**src/rtl/frm_start_pkg.sv**
```systemverilog
// Package: shared state and mode encodings for the frame start controller.
// Assumes: mode value is {trigger enable, change enable}.
package frm_start_pkg;

    typedef enum logic [1:0] {
        FS_IDLE = 2'd0,
        FS_BUSY = 2'd1,
        FS_GAP  = 2'd2
    } fs_state_t;

    typedef enum logic [1:0] {
        MODE_CONT   = 2'b00,
        MODE_CHG    = 2'b01,
        MODE_TRIG   = 2'b10,
        MODE_EITHER = 2'b11
    } fs_mode_t;

endpackage

```
**src/rtl/fs_trig_edge.sv**
```systemverilog
// Module: detects the selected edge of the hardware trigger and holds it
// as pending until the controller consumes it with a start.
// Assumes: trig_in is synchronous to clk; a new edge wins over consume.
module fs_trig_edge (
    input  logic clk,
    input  logic rst_n,
    input  logic trig_in,
    input  logic fall_sel,
    input  logic enable,
    input  logic consume,
    output logic pending
);

    logic trig_q;
    logic edge_seen;

    // Purpose: remember last trigger level for edge detection.
    always_ff @(posedge clk) begin
        if (!rst_n) trig_q <= 1'b0;
        else        trig_q <= trig_in;
    end

    // Purpose: pick the active edge by polarity.
    always_comb begin
        if (fall_sel) edge_seen = trig_q & ~trig_in;
        else          edge_seen = ~trig_q & trig_in;
    end

    // Purpose: hold a seen edge until it is served; drop all when disabled.
    always_ff @(posedge clk) begin
        if (!rst_n)         pending <= 1'b0;
        else if (!enable)   pending <= 1'b0;
        else if (edge_seen) pending <= 1'b1;
        else if (consume)   pending <= 1'b0;
    end

    p_trig_off_r9: assert property (@(posedge clk) disable iff (!rst_n)
        !enable |=> !pending);

    p_rise_latch_r8: assert property (@(posedge clk) disable iff (!rst_n)
        (enable && !fall_sel && $rose(trig_in)) |=> pending);

    p_fall_latch_r8: assert property (@(posedge clk) disable iff (!rst_n)
        (enable && fall_sel && $fell(trig_in)) |=> pending);

endmodule

```
**src/rtl/fs_change_track.sv**
```systemverilog
// Module: selects the source word, keeps the last sent word, flags a
// difference and emits a one-cycle pulse when a difference appears.
// Assumes: load is high only in the cycle a start is issued.
module fs_change_track #(
    parameter int DATA_W = 16
) (
    input  logic              clk,
    input  logic              rst_n,
    input  logic [DATA_W-1:0] src_a,
    input  logic [DATA_W-1:0] src_b,
    input  logic              sel,
    input  logic              load,
    input  logic              watch,
    output logic [DATA_W-1:0] cur_word,
    output logic              differs,
    output logic              chg_pulse
);

    logic [DATA_W-1:0] cmp_q;
    logic              diff_q;

    // Purpose: source select and comparison against the last sent word.
    always_comb begin
        cur_word = sel ? src_b : src_a;
        differs  = (cur_word != cmp_q);
    end

    // Purpose: store the word that is being sent.
    always_ff @(posedge clk) begin
        if (!rst_n)    cmp_q <= '0;
        else if (load) cmp_q <= cur_word;
    end

    // Purpose: one-cycle pulse on the onset of a difference.
    always_ff @(posedge clk) begin
        if (!rst_n) begin
            diff_q    <= 1'b0;
            chg_pulse <= 1'b0;
        end else begin
            diff_q    <= differs;
            chg_pulse <= watch & differs & ~diff_q;
        end
    end

    p_cmp_load_r5: assert property (@(posedge clk) disable iff (!rst_n)
        load |=> (cmp_q == $past(cur_word)));

    p_cmp_hold_r5: assert property (@(posedge clk) disable iff (!rst_n)
        !load |=> $stable(cmp_q));

    p_pulse_single_r7: assert property (@(posedge clk) disable iff (!rst_n)
        chg_pulse |=> !chg_pulse);

    p_pulse_quiet_r7: assert property (@(posedge clk) disable iff (!rst_n)
        !watch |=> !chg_pulse);

endmodule

```
**src/rtl/fs_gap_timer.sv**
```systemverilog
// Module: counts down the idle gap after a frame completes.
// Assumes: load only with a non-zero length; last_tick marks the final gap cycle.
module fs_gap_timer #(
    parameter int GAP_W = 8
) (
    input  logic             clk,
    input  logic             rst_n,
    input  logic             load,
    input  logic [GAP_W-1:0] len,
    output logic             last_tick,
    output logic [GAP_W-1:0] left
);

    localparam logic [GAP_W-1:0] ONE = GAP_W'(1);

    // Purpose: load the gap length, then count down to zero.
    always_ff @(posedge clk) begin
        if (!rst_n)          left <= '0;
        else if (load)       left <= len;
        else if (left != '0) left <= left - ONE;
    end

    // Purpose: flag the last counted cycle.
    always_comb last_tick = (left == ONE);

    p_load_nonzero_r3: assert property (@(posedge clk) disable iff (!rst_n)
        load |-> (len != '0));

endmodule

```
**src/rtl/frame_start_ctrl.sv**
```systemverilog
// Module: top of the frame start controller. Chooses when to strobe a
// frame start under the configured policy, then waits for done and gap.
// Assumes: eng_done is a one-cycle pulse from the shift engine.
module frame_start_ctrl
    import frm_start_pkg::*;
#(
    parameter int DATA_W = 16,
    parameter int GAP_W  = 8
) (
    input  logic              clk,
    input  logic              rst_n,
    input  logic              cfg_trig_en,
    input  logic              cfg_chg_en,
    input  logic              cfg_src_sel,
    input  logic              cfg_trig_fall,
    input  logic [GAP_W-1:0]  cfg_gap,
    input  logic [DATA_W-1:0] src_a,
    input  logic [DATA_W-1:0] src_b,
    input  logic              hw_trig,
    input  logic              eng_done,
    output logic              start_o,
    output logic [DATA_W-1:0] word_o,
    output logic              chg_pulse_o
);

    fs_state_t         state;
    fs_mode_t          mode;
    logic              want;
    logic              fire;
    logic              trig_pend;
    logic              data_diff;
    logic [DATA_W-1:0] sel_word;
    logic              gap_load;
    logic              gap_last;
    logic [GAP_W-1:0]  gap_left;

    fs_trig_edge u_trig (
        .clk      (clk),
        .rst_n    (rst_n),
        .trig_in  (hw_trig),
        .fall_sel (cfg_trig_fall),
        .enable   (cfg_trig_en),
        .consume  (fire),
        .pending  (trig_pend)
    );

    fs_change_track #(.DATA_W(DATA_W)) u_chg (
        .clk       (clk),
        .rst_n     (rst_n),
        .src_a     (src_a),
        .src_b     (src_b),
        .sel       (cfg_src_sel),
        .load      (fire),
        .watch     (cfg_chg_en),
        .cur_word  (sel_word),
        .differs   (data_diff),
        .chg_pulse (chg_pulse_o)
    );

    fs_gap_timer #(.GAP_W(GAP_W)) u_gap (
        .clk       (clk),
        .rst_n     (rst_n),
        .load      (gap_load),
        .len       (cfg_gap),
        .last_tick (gap_last),
        .left      (gap_left)
    );

    // Purpose: decode the start policy into a start request.
    always_comb begin
        mode = fs_mode_t'({cfg_trig_en, cfg_chg_en});
        case (mode)
            MODE_CONT:   want = 1'b1;
            MODE_CHG:    want = data_diff;
            MODE_TRIG:   want = trig_pend;
            default:     want = trig_pend | data_diff;
        endcase
        fire     = (state == FS_IDLE) && want;
        gap_load = (state == FS_BUSY) && eng_done && (cfg_gap != '0);
    end

    // Purpose: frame sequencing idle -> busy -> gap -> idle.
    always_ff @(posedge clk) begin
        if (!rst_n) begin
            state <= FS_IDLE;
        end else begin
            case (state)
                FS_IDLE: if (fire) state <= FS_BUSY;
                FS_BUSY: if (eng_done) state <= (cfg_gap == '0) ? FS_IDLE : FS_GAP;
                FS_GAP:  if (gap_last) state <= FS_IDLE;
                default: state <= FS_IDLE;
            endcase
        end
    end

    // Purpose: register the start strobe and the word to send.
    always_ff @(posedge clk) begin
        if (!rst_n) begin
            start_o <= 1'b0;
            word_o  <= '0;
        end else begin
            start_o <= fire;
            if (fire) word_o <= sel_word;
        end
    end

    p_strobe_one_r4: assert property (@(posedge clk) disable iff (!rst_n)
        start_o |=> !start_o);

    p_no_start_busy_r4: assert property (@(posedge clk) disable iff (!rst_n)
        (state != FS_IDLE) |=> !start_o);

    p_word_hold_r4: assert property (@(posedge clk) disable iff (!rst_n)
        !start_o |-> $stable(word_o));

    p_gap_live_r3: assert property (@(posedge clk) disable iff (!rst_n)
        (state == FS_GAP) |-> (gap_left != '0));

    p_pend_served_r10: assert property (@(posedge clk) disable iff (!rst_n)
        (state == FS_IDLE && trig_pend && cfg_trig_en) |=> start_o);

endmodule

```
**config.mk**
```make
export PLATFORM = sky130hd
export DESIGN_NAME = frame_start_ctrl
export DESIGN_NICKNAME = d
export VERILOG_FILES = /design/src/rtl/frm_start_pkg.sv /design/src/rtl/fs_trig_edge.sv /design/src/rtl/fs_change_track.sv /design/src/rtl/fs_gap_timer.sv /design/src/rtl/frame_start_ctrl.sv
export SDC_FILE = /design/constraint.sdc
export NUM_CORES = 1
export LEC_CHECK = 0
export BUFFER_PORTS_ARGS = -buffer_cell sky130_fd_sc_hd__buf_2
export CORE_AREA = 2 2 80 82
export DETAILED_ROUTE_END_ITERATION = 7
export DIE_AREA = 0 0 82 84
export GPL_ROUTABILITY_DRIVEN = 1
export SYNTH_ARGS = -nofsm -noshare
export SYNTH_HDL_FRONTEND = slang
export SYNTH_SLANG_ARGS = --single-unit
```
**constraint.sdc**
```tcl
create_clock -name clk -period 3.3 [get_ports clk]
set_input_delay 0 -clock clk [delete_from_list [all_inputs] [get_ports clk]]
set_output_delay 0 -clock clk [all_outputs]
set_load 0.01 [all_outputs]
```
; ---- Word level (Yosys, flattened, before mapping)
; Index checks and enable logic that the tools add are counted.
[totals]
word_cells = 50
in_bits = 48
ff_bits = 31
output_inout_bits = 18
[op_classes]
bitwise_logic = 8
n_addsub = 1
eq_ne = 9
n_reduce_logical = 12
n_mux = 12
[op_table]
columns = cell, n
row1 = 16-bit two-way mux, 1
row2 = 8-bit two-way mux, 2
row3 = 16-bit != test, 1
row4 = 8-bit nonzero test, 2
row5 = "8-bit by 1-bit == test with 1-bit output, second input constant", 1
row6 = 8-bit zero test, 1
row7 = 2-bit two-way mux, 4
row8 = "8-bit by 1-bit subtractor with 8-bit output, second input constant", 1
row9 = "2-bit != test, second input constant", 3
row10 = 2-bit one-hot mux with 3 select lines, 1
row11 = 1-bit AND, 4
row12 = "2-bit by 1-bit == test with 1-bit output, second input constant", 2
row13 = "2-bit == test, second input constant", 2
row14 = 2-bit zero test, 2
row15 = 2-bit nonzero test, 2
row16 = 1-bit logical AND, 3
row17 = 1-bit two-way mux, 3
row18 = 1-bit NOT, 3
row19 = 1-bit one-hot mux with 3 select lines, 1
row20 = 3-bit AND reduction, 1
row21 = 2-bit AND reduction, 1
row22 = 1-bit OR, 1

; ---- Logic depth before layout (Yosys ltp)
; Gate-level depths: netlist of run 1.
[depth]
depth_word = 7
ltp_mapped = 9
depth_no_buf = 6

; ---- By module
; A second synthesis of run 1 with hierarchy kept.
[unflattened]
cells_unflattened = 247
area_unflattened_um2 = 2407.3
[by_module_without_submodules]
columns = module, area_per_inst_um2, cells_per_inst, seq_area_each_um2, n_inst
row1 = fs_change_track, 1057.3, 112, 360.3, 1
row2 = frame_start_ctrl, 775.7, 73, 380.4, 1
row3 = fs_gap_timer, 495.5, 54, 160.2, 1
row4 = fs_trig_edge, 78.8, 8, 40.0, 1

; ---- Least setup slack after synthesis of run 1
; No wires, ideal clock.
[synth_path]
kind = input to register
start = input cfg_src_sel
end = register u_chg.cmp_q[0]
cell_stages = 9
setup_time_ps = 87
arrival_ps = 1725
setup_slack_ps = 1488
path_buffers = 3
required_time_ps = 3213
path_cell_list = buf_6 > buf_12 > mux2i_2 > xnor2_1 > nor4_2 > nand4_2 > a31o_4 > buf_12 > a221oi_2
[synth_between]
elab_chain_cells = 5
[synth_rtl]
columns = item, line
row1 = start: declaration, frame_start_ctrl.sv:14  ; input logic cfg_src_sel,
row2 = 16-bit two-way mux *, fs_change_track.sv:24  ; cur_word = sel ? src_b : src_a;
row3 = 16-bit != test, fs_change_track.sv:25  ; differs = (cur_word != cmp_q);
row4 = 1-bit OR, frame_start_ctrl.sv:76  ; default: want = trig_pend | data_diff;
row5 = 1-bit one-hot mux with 3 select lines, frame_start_ctrl.sv:72  ; case (mode)
row6 = 1-bit logical AND, frame_start_ctrl.sv:78  ; fire = (state == FS_IDLE) && want;
row7 = end signal: assignment, fs_change_track.sv:31  ; else if (load) cmp_q <= cur_word;
row8 = end: declaration, fs_change_track.sv:19  ; logic [DATA_W-1:0] cmp_q;
; Mark *: on every way between the ends. The rest lies on a longest branch, timed or not.
; A chain may end at the register's enable or synchronous reset.

; ---- Worst setup path after layout of run 1
[layout_path]
start = input cfg_src_sel
end = register u_chg.cmp_q[14]
; Same word-level chain as after synthesis.

==> reports/results.txt, run 1 <==
status: completed
pwr dens: 610 nW/um^2
DRC Markers: 0
number of global-route vias before repair: 1,449
slew at the pin closest to its max-slew limit: 0.988 ns
Hold Vio Cnt, Final: 0
Syn Area/Cell: 9.54 um^2
Net Sw Power: 0.478 mW
Starting Density: 28.7%
clk sinks: 31
Period minus WS final: 2.11 ns
Seq/Total Area, Yosys: 35.5%
min setup slack post-route: 1.19 ns
max cap viols: 0
launching point of the worst reg2reg path: u_chg.cmp_q[3]$_SDFFE_PN0P_
Setup crit start kind: input port
CTS Buf Count: 5
Synth Instances: 183
f_max: 0.474 GHz
TritonRoute pass-1 iters: 4
max-slew violations: 0
Setup CP Type: in -> reg
Yosys reg bits: 31
worst-skew pair later-pin latency: 0.28 ns
Placer Congestion: 0.769
Min-Delay Endpoint: u_gap.left[7]$_SDFFE_PN0P_
worst slack, placed: 0.837 ns
die area: 6890 um^2
first-pass GRT wire length: 6.49 mm
Slew HR: 34.0%
Clock Tree Buf Depth: 2
vias per std cell: 4.82
switching fraction of total power: 34.1%
CTS resizes: 0
initial antenna violation count: 0
Sequential Power Share: 36.5%
r2r setup slk: 1.35 ns
arrival time worst endpoint: 2.22 ns
Ant. Diodes: 0
Cell Area, Synth: 1750 um^2
area of the multi-input gates: 1040 um^2
Root Buffer: clkbuf_8
crit path from: cfg_src_sel
Hold Startpoint: cfg_gap[7]
Crit. End Element: register
P_int: 0.922 mW
hpwl dp: 3.10 mm
synthesized net count: 233
post-route clock skew: 0.00451 ns
Reg clk slew, reported paths: 0.07 ns
total core area: 6100 um^2
share of cells above drive strength 1: 36.7%
final critical-path share of the clock period: 63.9%
Cell variety after synth: 34
Nets: 305
RSZ-0062 raised after global routing: false
via count of the routed design: 1,604
worst min path class: in -> reg
Max H-tree Level: 2
chip width: 82 um
hold path cells: 3
leakage: 0.991 nW
final setup fails: 0
# fillers: 647
Pwr Total: 1.40 mW
reg2reg path depth: 6
Port Buffers: 65
Clock Power Share: 27.6%
I/O Pins: 66
wire length per cell: 12.6 um
largest net degree at the start of global routing: 26
TritonCTS clock tree: done
Rows: 29
Initial DRC Count: 103
Comb pwr share: 35.8%
area growth from synthesis to layout: 31.4%
FF-to-FF End: u_chg.cmp_q[14]$_SDFFE_PN0P_
Final ANT Viol Nets: 0
GRT Residual Overflow: 0
Syn. warnings: 0
total track usage: 12.1%
Routed Wire Length: 4.19 mm
maximum VDD drop: 393 uV
worst-path maximum fanout: 16
CP required: 3.41 ns
setup TNS: 0 ns
Die Span Y: 84 um
Sequential Area: 621 um^2
## routing by layer
| layer | global-route usage [%] | vias to the layer above | part of all wire (%) |
|---|---|---|---|
| met1 | 15.6 | 727 | 45 |
| met5 | 0 | - | 0 |
| met4 | 3.18 | 0 | 0.91 |
| met3 | 3.79 | 5 | 8.1 |
| li1 | - | 814 | - |
| met2 | 19.4 | 58 | 46 |
## through the flow
| step | instances | cell area (um^2) | utilization, % | hold slack, ns |
|---|---|---|---|---|
| 6_report | 333 | 2290 | 37.6 | 0.0206 |
| 4_1_cts | 333 | 2290 | 37.6 | 0.00853 |
| 2_1_floorplan | 183 | 1750 | - | 0.116 |
| 5_1_grt | 333 | 2290 | 37.6 | 0.0142 |
| 3_3_place_gp | 319 | 2120 | 34.7 | 0.235 |
| 3_5_place_dp | 319 | 2120 | 34.7 | 0.240 |
## worst max path at each step
stage                                              end  slack, ns  depth (start not counted)
after floorplan            u_chg.cmp_q[0]$_SDFFE_PN0P_       1.49                          9
after global placement     u_chg.cmp_q[3]$_SDFFE_PN0P_       0.96                          8
after detailed placement  u_chg.cmp_q[13]$_SDFFE_PN0P_       0.84                          8
after CTS                 u_chg.cmp_q[14]$_SDFFE_PN0P_       1.15                          8
after global routing       u_chg.cmp_q[3]$_SDFFE_PN0P_       1.02                          8
final                     u_chg.cmp_q[14]$_SDFFE_PN0P_       1.19                          8
## repair_timing
action / in CTS / in global routing
hold buffers: 6 / 0
setup buffers: 0 / 0
hold endpoints to repair: 6 / 0
## layout by cell type (no fill, tap or decap), drive strengths merged, types with 5 or more instances in the layout
cell,n
dfxtp,31
nor4,7
nor2,28
mux2i,17
a21oi,9
buf,67
a221oi,16
clkbuf,6
dlygate4sd3,6
nand3,5
xnor2,17
nand2,12
nor3,5
## layout make-up
cell class	instances	area share [%]
multi-input combinational	140	45.5
inverter	4	0.654
sequential	31	27.0
clock buffer	6	3.60
clock inverter	2	1.53
timing repair buffer	73	17.4
tap	77	4.20
## synthesized netlist by cell type, drive strengths merged
master | number | area (um^2)
a31oi | 2 | 12.5
nor3 | 5 | 25.0
nand3b | 1 | 7.51
o21ai | 2 | 10.0
nor4 | 7 | 50.1
a22oi | 2 | 15.0
a211oi | 3 | 22.5
inv | 4 | 15.0
a221oi | 16 | 203
nor2 | 28 | 105
xor2 | 3 | 26.3
o31ai | 1 | 7.51
mux2i | 17 | 194
o211ai | 1 | 7.51
a21oi | 9 | 45.0
ha | 2 | 25.0
nand4 | 2 | 18.8
dfxtp | 31 | 621
and2 | 3 | 20.0
nand3 | 5 | 25.0
nand4b | 1 | 8.76
clkbuf | 4 | 15.0
nand2 | 12 | 45.0
buf | 4 | 56.3
a31o | 1 | 17.5
xnor2 | 17 | 149
## registers in the layout, indices dropped and copies added, names as in the netlist
name	count
start_o	1
u_trig.trig_q	1
u_chg.diff_q	1
u_trig.pending	1
u_gap.left	8
u_chg.chg_pulse	1
u_chg.cmp_q	16
state	2
## critical path: stages
cell	delay [ns]
buf_2	0.42
mux2i_1	0.37
xnor2_1	0.10
nor4_1	0.42
nand4_2	0.22
nand3_1	0.32
buf_4	0.28
a221oi_2	0.08
## power by group through the flow
stage               logic [mW]  clock network (mW)  registers, mW
floorplan                0.371                   0          0.519
global placement         0.491                   0          0.517
detailed placement       0.497                   0          0.519
CTS                      0.506               0.399          0.511
global route             0.558               0.419          0.520
finish                   0.502               0.387          0.512
## kinds of logic after synthesis
| logic type | count (synthesis) | share of synthesized area [%] |
|---|---|---|
| and+or+nand+nor | 64 | 17.5 |
| AOI/OAI and AO/OA | 37 | 19.5 |
| xor gates and xnor gates | 20 | 10.0 |
| muxes | 17 | 11.1 |
| DFF | 31 | 35.5 |
| buffers and inverters | 12 | 4.94 |
| adders and majority gates | 2 | 1.43 |
No activity file was read; power rests on OpenSTA's default activity.
==> inputs of run 2 (changes only) <==
==> constraint.sdc (replaced) <==
create_clock -name clk -period 1.7 [get_ports clk]
set_input_delay 0 -clock clk [delete_from_list [all_inputs] [get_ports clk]]
set_output_delay 0 -clock clk [all_outputs]
set_load 0.01 [all_outputs]
==> run 2 against run 1 <==
The run now ends with negative setup slack left. Non-clock buffer count up 35. Sequential power up 94%. Die area unchanged. Setup slack worse by 1.2 ns. Register-to-register slack worse by 1.4 ns. Highest routed layer unchanged.
==> reports/results.txt, run 2 (same netlist as run 1, synthesis figures left out) <==
status: finished with violations (was completed)
failing checks: negative setup slack
delay-heaviest family, CP: compound AO/OA/AOI/OAI gates (was simple AND/OR/NAND/NOR gates)
worst-skew pair later-pin latency: 0.29 ns (was 0.28 ns)
final design utilization: 44.2% (was 37.6%)
Min-Delay Endpoint: u_gap.left[7]$_SDFFE_PN0P_ (unchanged)
Setup CP Type: reg -> reg (was in -> reg)
CTS Buf Count: 5 (unchanged)
DRC Markers: 0 (unchanged)
Ant. Diodes: 0 (unchanged)
Reg clk slew, reported paths: 0.07 ns (about the same)
max reg flops: 16 (unchanged)
Nets: 341 (was 305)
Root Buffer: clkbuf_8 (unchanged)
area growth from synthesis to layout: 54.3% (was 31.4%)
FF-to-FF End: u_chg.cmp_q[9]$_SDFFE_PN0P_ (was u_chg.cmp_q[14]$_SDFFE_PN0P_)
Rows: 29 (unchanged)
pwr dens: 1050 nW/um^2 (was 610 nW/um^2)
TritonRoute pass-1 iters: 4 (unchanged)
initial antenna violation count: 0 (unchanged)
Net Sw Power: 1.01 mW (was 0.478 mW)
Port Buffers: 65 (unchanged)
Max H-tree Level: 2 (unchanged)
min setup slack post-route: -0.0166 ns (was 1.19 ns)
number of global-route vias before repair: 1,747 (was 1,449)
WP buf/inv: 0 (was 2)
Routed Wire Length: 4.92 mm (was 4.19 mm)
Slew HR: 70.7% (was 34.0%)
# fillers: 609 (was 647)
I/O Pins: 66 (unchanged)
maximum VDD drop: 569 uV (was 393 uV)
Hold Vio Cnt, Final: 0 (unchanged)
P_int: 1.82 mW (was 0.922 mW)
TritonCTS clock tree: done (unchanged)
max-slew violations: 0 (unchanged)
setup TNS: -0.0509 ns (was 0 ns)
arrival time worst endpoint: 1.93 ns (was 2.22 ns)
Starting Density: 28.7% (unchanged)
Crit. End Element: register (unchanged)
hold path cells: 3 (unchanged)
vias per std cell: 4.80 (was 4.82)
largest net degree at the start of global routing: 18 (was 26)
post-route clock skew: 0.00686 ns (was 0.00451 ns)
leading cell type in the layout, fill and taps excluded: buf_2 (unchanged)
Comb pwr share: 44.2% (was 35.8%)
placed cell count: 354 (was 319)
Clock Tree Buf Depth: 2 (unchanged)
reg2reg path depth: 5 (was 6)
leakage: 1.17 nW (was 0.991 nW)
final critical-path share of the clock period: 101%
final setup fails: 5 (was 0)
Placer Congestion: 0.820 (was 0.769)
Final ANT Viol Nets: 0 (unchanged)
largest reg by FF count: u_chg.cmp_q (unchanged)
Period minus WS final: 1.72 ns
slew at the pin closest to its max-slew limit: 0.437 ns (was 0.988 ns)
Clock Power Share: 20.8% (was 27.6%)
Die Span Y: 84 um (unchanged)
slowest CP cell: nor4_2 (was buf_2)
Setup crit start kind: register (was input port)
die area: 6890 um^2 (unchanged)
RSZ-0062 raised after global routing: true (was false)
f_max: 0.583 GHz
Hold Startpoint: cfg_gap[7] (unchanged)
worst min path class: in -> reg (unchanged)
CP cell instances: xnor2_1, nor4_2, nand4_2, a31o_4, a221oi_2 (was buf_2, mux2i_1, xnor2_1, nor4_1, nand4_2, nand3_1, buf_4, a221oi_2)
via count of the routed design: 1,766 (was 1,604)
Post-CTS Setup Inserts: 0 (unchanged)
total track usage: 14.9% (was 12.1%)
share of cells above drive strength 1: 51.2% (was 36.7%)
Sequential Power Share: 35.0% (was 36.5%)
WHS: 0.00668 ns (was 0.0206 ns)
clk sinks: 31 (unchanged)
first-pass GRT wire length: 7.91 mm (was 6.49 mm)
GRT Residual Overflow: 0 (unchanged)
area post-placement: 2450 um^2 (was 2120 um^2)
max cap viols: 0 (unchanged)
most frequent cells in the layout: buf_2 (65), buf_4 (34), dfxtp_1 (30) (was buf_2 (65), dfxtp_1 (31), nor2_1 (28))
final non-filler cell total: 368 (was 333)
max incr delay on CP: 0.37 ns (was 0.42 ns)
Pwr Total: 2.83 mW (was 1.40 mW)
final instance area: 2700 um^2 (was 2290 um^2)
total core area: 6100 um^2 (unchanged)
Top Registers: u_chg.cmp_q (16), u_gap.left (8), state (2) (unchanged)
wire length per cell: 13.4 um (was 12.6 um)
CP required: 1.91 ns (was 3.41 ns)
chip width: 82 um (unchanged)
Initial DRC Count: 58 (was 103)
hpwl dp: 3.69 mm (was 3.10 mm)
worst-path maximum fanout: 8 (was 16)
worst slack, placed: -0.412 ns (was 0.837 ns)
r2r setup slk: -0.02 ns (was 1.35 ns)
launching point of the worst reg2reg path: u_chg.cmp_q[10]$_SDFFE_PN0P_ (was u_chg.cmp_q[3]$_SDFFE_PN0P_)
switching fraction of total power: 35.8% (was 34.1%)
-- run 2: cell type report --
type / instances / area, um^2 / share of cell area [%]
clock buffers: 6 / 82.6 / 3.06
multi-input cells: 141 / 1180 / 43.9
well taps: 77 / 96.3 / 3.57
clock inverters: 1 / 5.00 / 0.186
inverters: 4 / 15.0 / 0.557
flip-flops and latches: 31 / 622 / 23.1
repair buffers: 108 / 692 / 25.7
-- run 2: layer usage --
metal	GRT usage, %	vias to the layer above	routed length [um]
li1	-	895	-
met1	19.2	807	2210
met2	24.0	57	2310
met3	4.44	7	357
met4	4.09	0	53
met5	0	-	0
-- run 2: worst reg2reg max path, cell delays in order (launching register included) --
cell,delay (ns)
dfxtp_1,0.32
xnor2_1,0.14
nor4_2,0.37
nand4_2,0.19
a31o_4,0.35
a221oi_2,0.26
-- run 2: worst max path at each step --
stage / from / endpoint / depth (start not counted)
floorplan: cfg_src_sel / u_chg.cmp_q[0]$_SDFFE_PN0P_ / 9
global placement: cfg_src_sel / u_chg.cmp_q[8]$_SDFFE_PN0P_ / 8
detailed placement: cfg_src_sel / u_chg.cmp_q[7]$_SDFFE_PN0P_ / 8
CTS: u_chg.cmp_q[4]$_SDFFE_PN0P_ / u_chg.cmp_q[2]$_SDFFE_PN0P_ / 5
global route: u_chg.cmp_q[10]$_SDFFE_PN0P_ / u_chg.cmp_q[10]$_SDFFE_PN0P_ / 5
finish: u_chg.cmp_q[10]$_SDFFE_PN0P_ / u_chg.cmp_q[9]$_SDFFE_PN0P_ / 5
-- run 2: power groups by stage --
stage	clock network (mW)	registers, mW	logic (mW)
floorplan	0	1.01	0.736
global placement	0	0.995	1.16
detailed placement	0	1.00	1.18
CTS	0.610	0.984	1.21
global route	0.656	1.01	1.38
finish	0.588	0.991	1.25
-- run 2: repair_timing --
item	4_1_cts	5_1_grt
hold endpoints to repair	6	0
setup endpoints to repair	16	17
hold buffers	6	0
cloned	1	0
resized for setup	3	15
pin swaps	1	9
==> inputs of run 3 (changes only) <==
--- a/config.mk
+++ b/config.mk
@@ -6,10 +6,11 @@
 export NUM_CORES = 1
 export LEC_CHECK = 0
 export BUFFER_PORTS_ARGS = -buffer_cell sky130_fd_sc_hd__buf_2
-export CORE_AREA = 2 2 80 82
+export CORE_AREA = 2 2 70 72
 export DETAILED_ROUTE_END_ITERATION = 7
-export DIE_AREA = 0 0 82 84
+export DIE_AREA = 0 0 72 74
 export GPL_ROUTABILITY_DRIVEN = 1
+export PLACE_DENSITY = 0.67
 export SYNTH_ARGS = -nofsm -noshare
 export SYNTH_HDL_FRONTEND = slang
 export SYNTH_SLANG_ARGS = --single-unit
==> run 3 against run 2 <==
The flow still finishes with violations (negative setup slack). Routed wire length is 6.7% lower. Final cell count shrank 6.5%. Utilization rose by 13 points. Critical path type unchanged. Critical endpoint is now u_chg.cmp_q[11]$_SDFFE_PN0P_. Largest cell class unchanged.
==> reports/results.txt, run 3 (same netlist as run 1, synthesis figures left out) <==
status: finished with violations (unchanged)
failing checks: negative setup slack (unchanged)
largest net degree at the start of global routing: 18 (unchanged)
I/O Pins: 66 (unchanged)
share of cells above drive strength 1: 47.6% (was 51.2%)
total track usage: 17.9% (was 14.9%)
Period minus WS final: 1.71 ns (was 1.72 ns)
leakage: 1.15 nW (was 1.17 nW)
Clock Power Share: 19.8% (was 20.8%)
Setup crit start kind: register (unchanged)
Ant. Diodes: 0 (unchanged)
TritonRoute pass-1 iters: 4 (unchanged)
wire length per cell: 13.3 um (was 13.4 um)
initial antenna violation count: 0 (unchanged)
CP required: 1.86 ns (was 1.91 ns)
worst-path maximum fanout: 8 (unchanged)
Top Registers: u_chg.cmp_q (16), u_gap.left (8), state (2) (unchanged)
max cap viols: 0 (unchanged)
min setup slack post-route: -0.0110 ns (was -0.0166 ns)
Hold Startpoint: rst_n (was cfg_gap[7])
Rows: 25 (was 29)
Die Span Y: 74 um (was 84 um)
Final ANT Viol Nets: 0 (unchanged)
Net Sw Power: 0.985 mW (was 1.01 mW)
Comb pwr share: 44.5% (was 44.2%)
arrival time worst endpoint: 1.87 ns (was 1.93 ns)
Pwr Total: 2.77 mW (was 2.83 mW)
TritonCTS clock tree: done (unchanged)
post-route clock skew: 0.00928 ns (was 0.00686 ns)
P_int: 1.78 mW (was 1.82 mW)
Sequential Power Share: 35.7% (was 35.0%)
Reg clk slew, reported paths: 0.07 ns (about the same)
Max H-tree Level: 2 (unchanged)
via count of the routed design: 1,766 (unchanged)
f_max: 0.584 GHz (was 0.583 GHz)
max reg flops: 16 (unchanged)
GRT Residual Overflow: 0 (unchanged)
die area: 5330 um^2 (was 6890 um^2)
first-pass GRT wire length: 7.33 mm (was 7.91 mm)
Hold Vio Cnt, Final: 0 (unchanged)
r2r setup slk: -0.01 ns (was -0.02 ns)
most frequent cells in the layout: buf_2 (65), buf_4 (32), dfxtp_1 (31) (was buf_2 (65), buf_4 (34), dfxtp_1 (30))
Port Buffers: 65 (unchanged)
CTS Buf Count: 5 (unchanged)
slew at the pin closest to its max-slew limit: 0.503 ns (was 0.437 ns)
vias per std cell: 5.13 (was 4.80)
worst-skew pair later-pin latency: 0.28 ns (was 0.29 ns)
launching point of the worst reg2reg path: u_chg.cmp_q[10]$_SDFFE_PN0P_ (unchanged)
Clock Tree Buf Depth: 2 (unchanged)
Root Buffer: clkbuf_8 (unchanged)
Initial DRC Count: 117 (was 58)
reg2reg path depth: 7 (was 5)
Placer Congestion: 0.751 (was 0.820)
setup TNS: -0.0307 ns (was -0.0509 ns)
max-slew violations: 0 (unchanged)
largest reg by FF count: u_chg.cmp_q (unchanged)
clk sinks: 31 (unchanged)
Starting Density: 38.0% (was 28.7%)
total core area: 4600 um^2 (was 6100 um^2)
number of global-route vias before repair: 1,702 (was 1,747)
RSZ-0062 raised after global routing: true (unchanged)
Slew HR: 66.4% (was 70.7%)
maximum VDD drop: 772 uV (was 569 uV)
leading cell type in the layout, fill and taps excluded: buf_2 (unchanged)
Crit. End Element: register (unchanged)
chip width: 72 um (was 82 um)
Setup CP Type: reg -> reg (unchanged)
DRC Markers: 0 (unchanged)
FF-to-FF End: u_chg.cmp_q[11]$_SDFFE_PN0P_ (was u_chg.cmp_q[9]$_SDFFE_PN0P_)
final setup fails: 4 (was 5)
worst min path class: in -> reg (unchanged)
switching fraction of total power: 35.6% (was 35.8%)
Routed Wire Length: 4.59 mm (was 4.92 mm)
Min-Delay Endpoint: start_o$_SDFF_PN0_ (was u_gap.left[7]$_SDFFE_PN0P_)
hpwl dp: 3.09 mm (was 3.69 mm)
area growth from synthesis to layout: 50.0% (was 54.3%)
Nets: 339 (was 341)
pwr dens: 1060 nW/um^2 (was 1050 nW/um^2)
hold path cells: 3 (unchanged)
Post-CTS Setup Inserts: 0 (unchanged)
final critical-path share of the clock period: 101% (about the same)
[run 3: cell count changes in the layout (fill, tap and decap cells not counted), moves of 2 or more]
cell      before  now
a221oi_2      16   10
buf_4         34   32
a221oi_1       0    6
clkbuf_1       0    2
[run 3: routing by layer]
layer | share of wire [%] | wire [um] | vias up | track usage, %
li1 | - | - | 894 | -
met1 | 40 | 1860 | 790 | 20.1
met2 | 50 | 2290 | 73 | 32.0
met3 | 7.6 | 347 | 9 | 5.56
met4 | 2.2 | 99 | 0 | 6.71
met5 | 0 | 0 | - | 0
[run 3: power by group through the flow]
stage | Clock, mW | Combinational (mW) | Sequential, mW
floorplan | 0 | 0.736 | 1.01
global placement | 0 | 1.14 | 0.991
detailed placement | 0 | 1.15 | 0.996
CTS | 0.568 | 1.18 | 0.981
global route | 0.597 | 1.35 | 1.01
finish | 0.548 | 1.23 | 0.988
[run 3: metrics by stage]
step	std cells	setup WS, ns	hold WS, ns	util (%)	instance area [um^2]
CTS	343	-0.00620	0.00292	55.6	2560
floorplan	183	-0.0636	0.116	-	1800
detailed placement	328	-0.408	0.242	52.1	2390
global placement	328	-0.298	0.233	52.1	2390
global route	344	-0.104	0.0195	57.0	2620
finish	344	-0.0110	0.00848	57.0	2620
[run 3: worst max-delay path by stage]
stage / startpoint / to / slack [ns] / cells after the start
CTS: u_chg.cmp_q[3]$_SDFFE_PN0P_ / u_chg.cmp_q[15]$_SDFFE_PN0P_ / -0.006 / 5
floorplan: cfg_src_sel / u_chg.cmp_q[0]$_SDFFE_PN0P_ / -0.06 / 9
global route: u_chg.cmp_q[3]$_SDFFE_PN0P_ / u_chg.cmp_q[15]$_SDFFE_PN0P_ / -0.10 / 5
finish: u_chg.cmp_q[10]$_SDFFE_PN0P_ / u_chg.cmp_q[11]$_SDFFE_PN0P_ / -0.01 / 7
global placement: cfg_src_sel / u_chg.cmp_q[7]$_SDFFE_PN0P_ / -0.30 / 8
detailed placement: cfg_src_sel / u_chg.cmp_q[15]$_SDFFE_PN0P_ / -0.41 / 8
[run 3: cell type report]
type	count	area, um^2
clock buffer	7	76.3
clock inverter	1	5.00
fill	409	1980
inverter	4	15.0
multi-input combinational	141	1140
sequential	31	621
tap	54	67.6
timing repair buffer	106	691
[run 3: critical path, stage by stage, from the launching register on]
cell and delay, ns:
dfxtp_1 0.32, xnor2_1 0.13, nor4_2 0.33, nand4_2 0.21
buf_4 0.20, nand3_2 0.13, clkbuf_16 0.19, a221oi_2 0.07
[run 3: what timing repair did]
| action | CTS | global route |
|---|---|---|
| resized for setup | 2 | 7 |
| gates cloned | 1 | 1 |
| hold buffers | 6 | 0 |
| endpoints found under the hold margin | 6 | 0 |
| pin swaps | 0 | 1 |
| endpoints found under the setup margin | 16 | 17 |
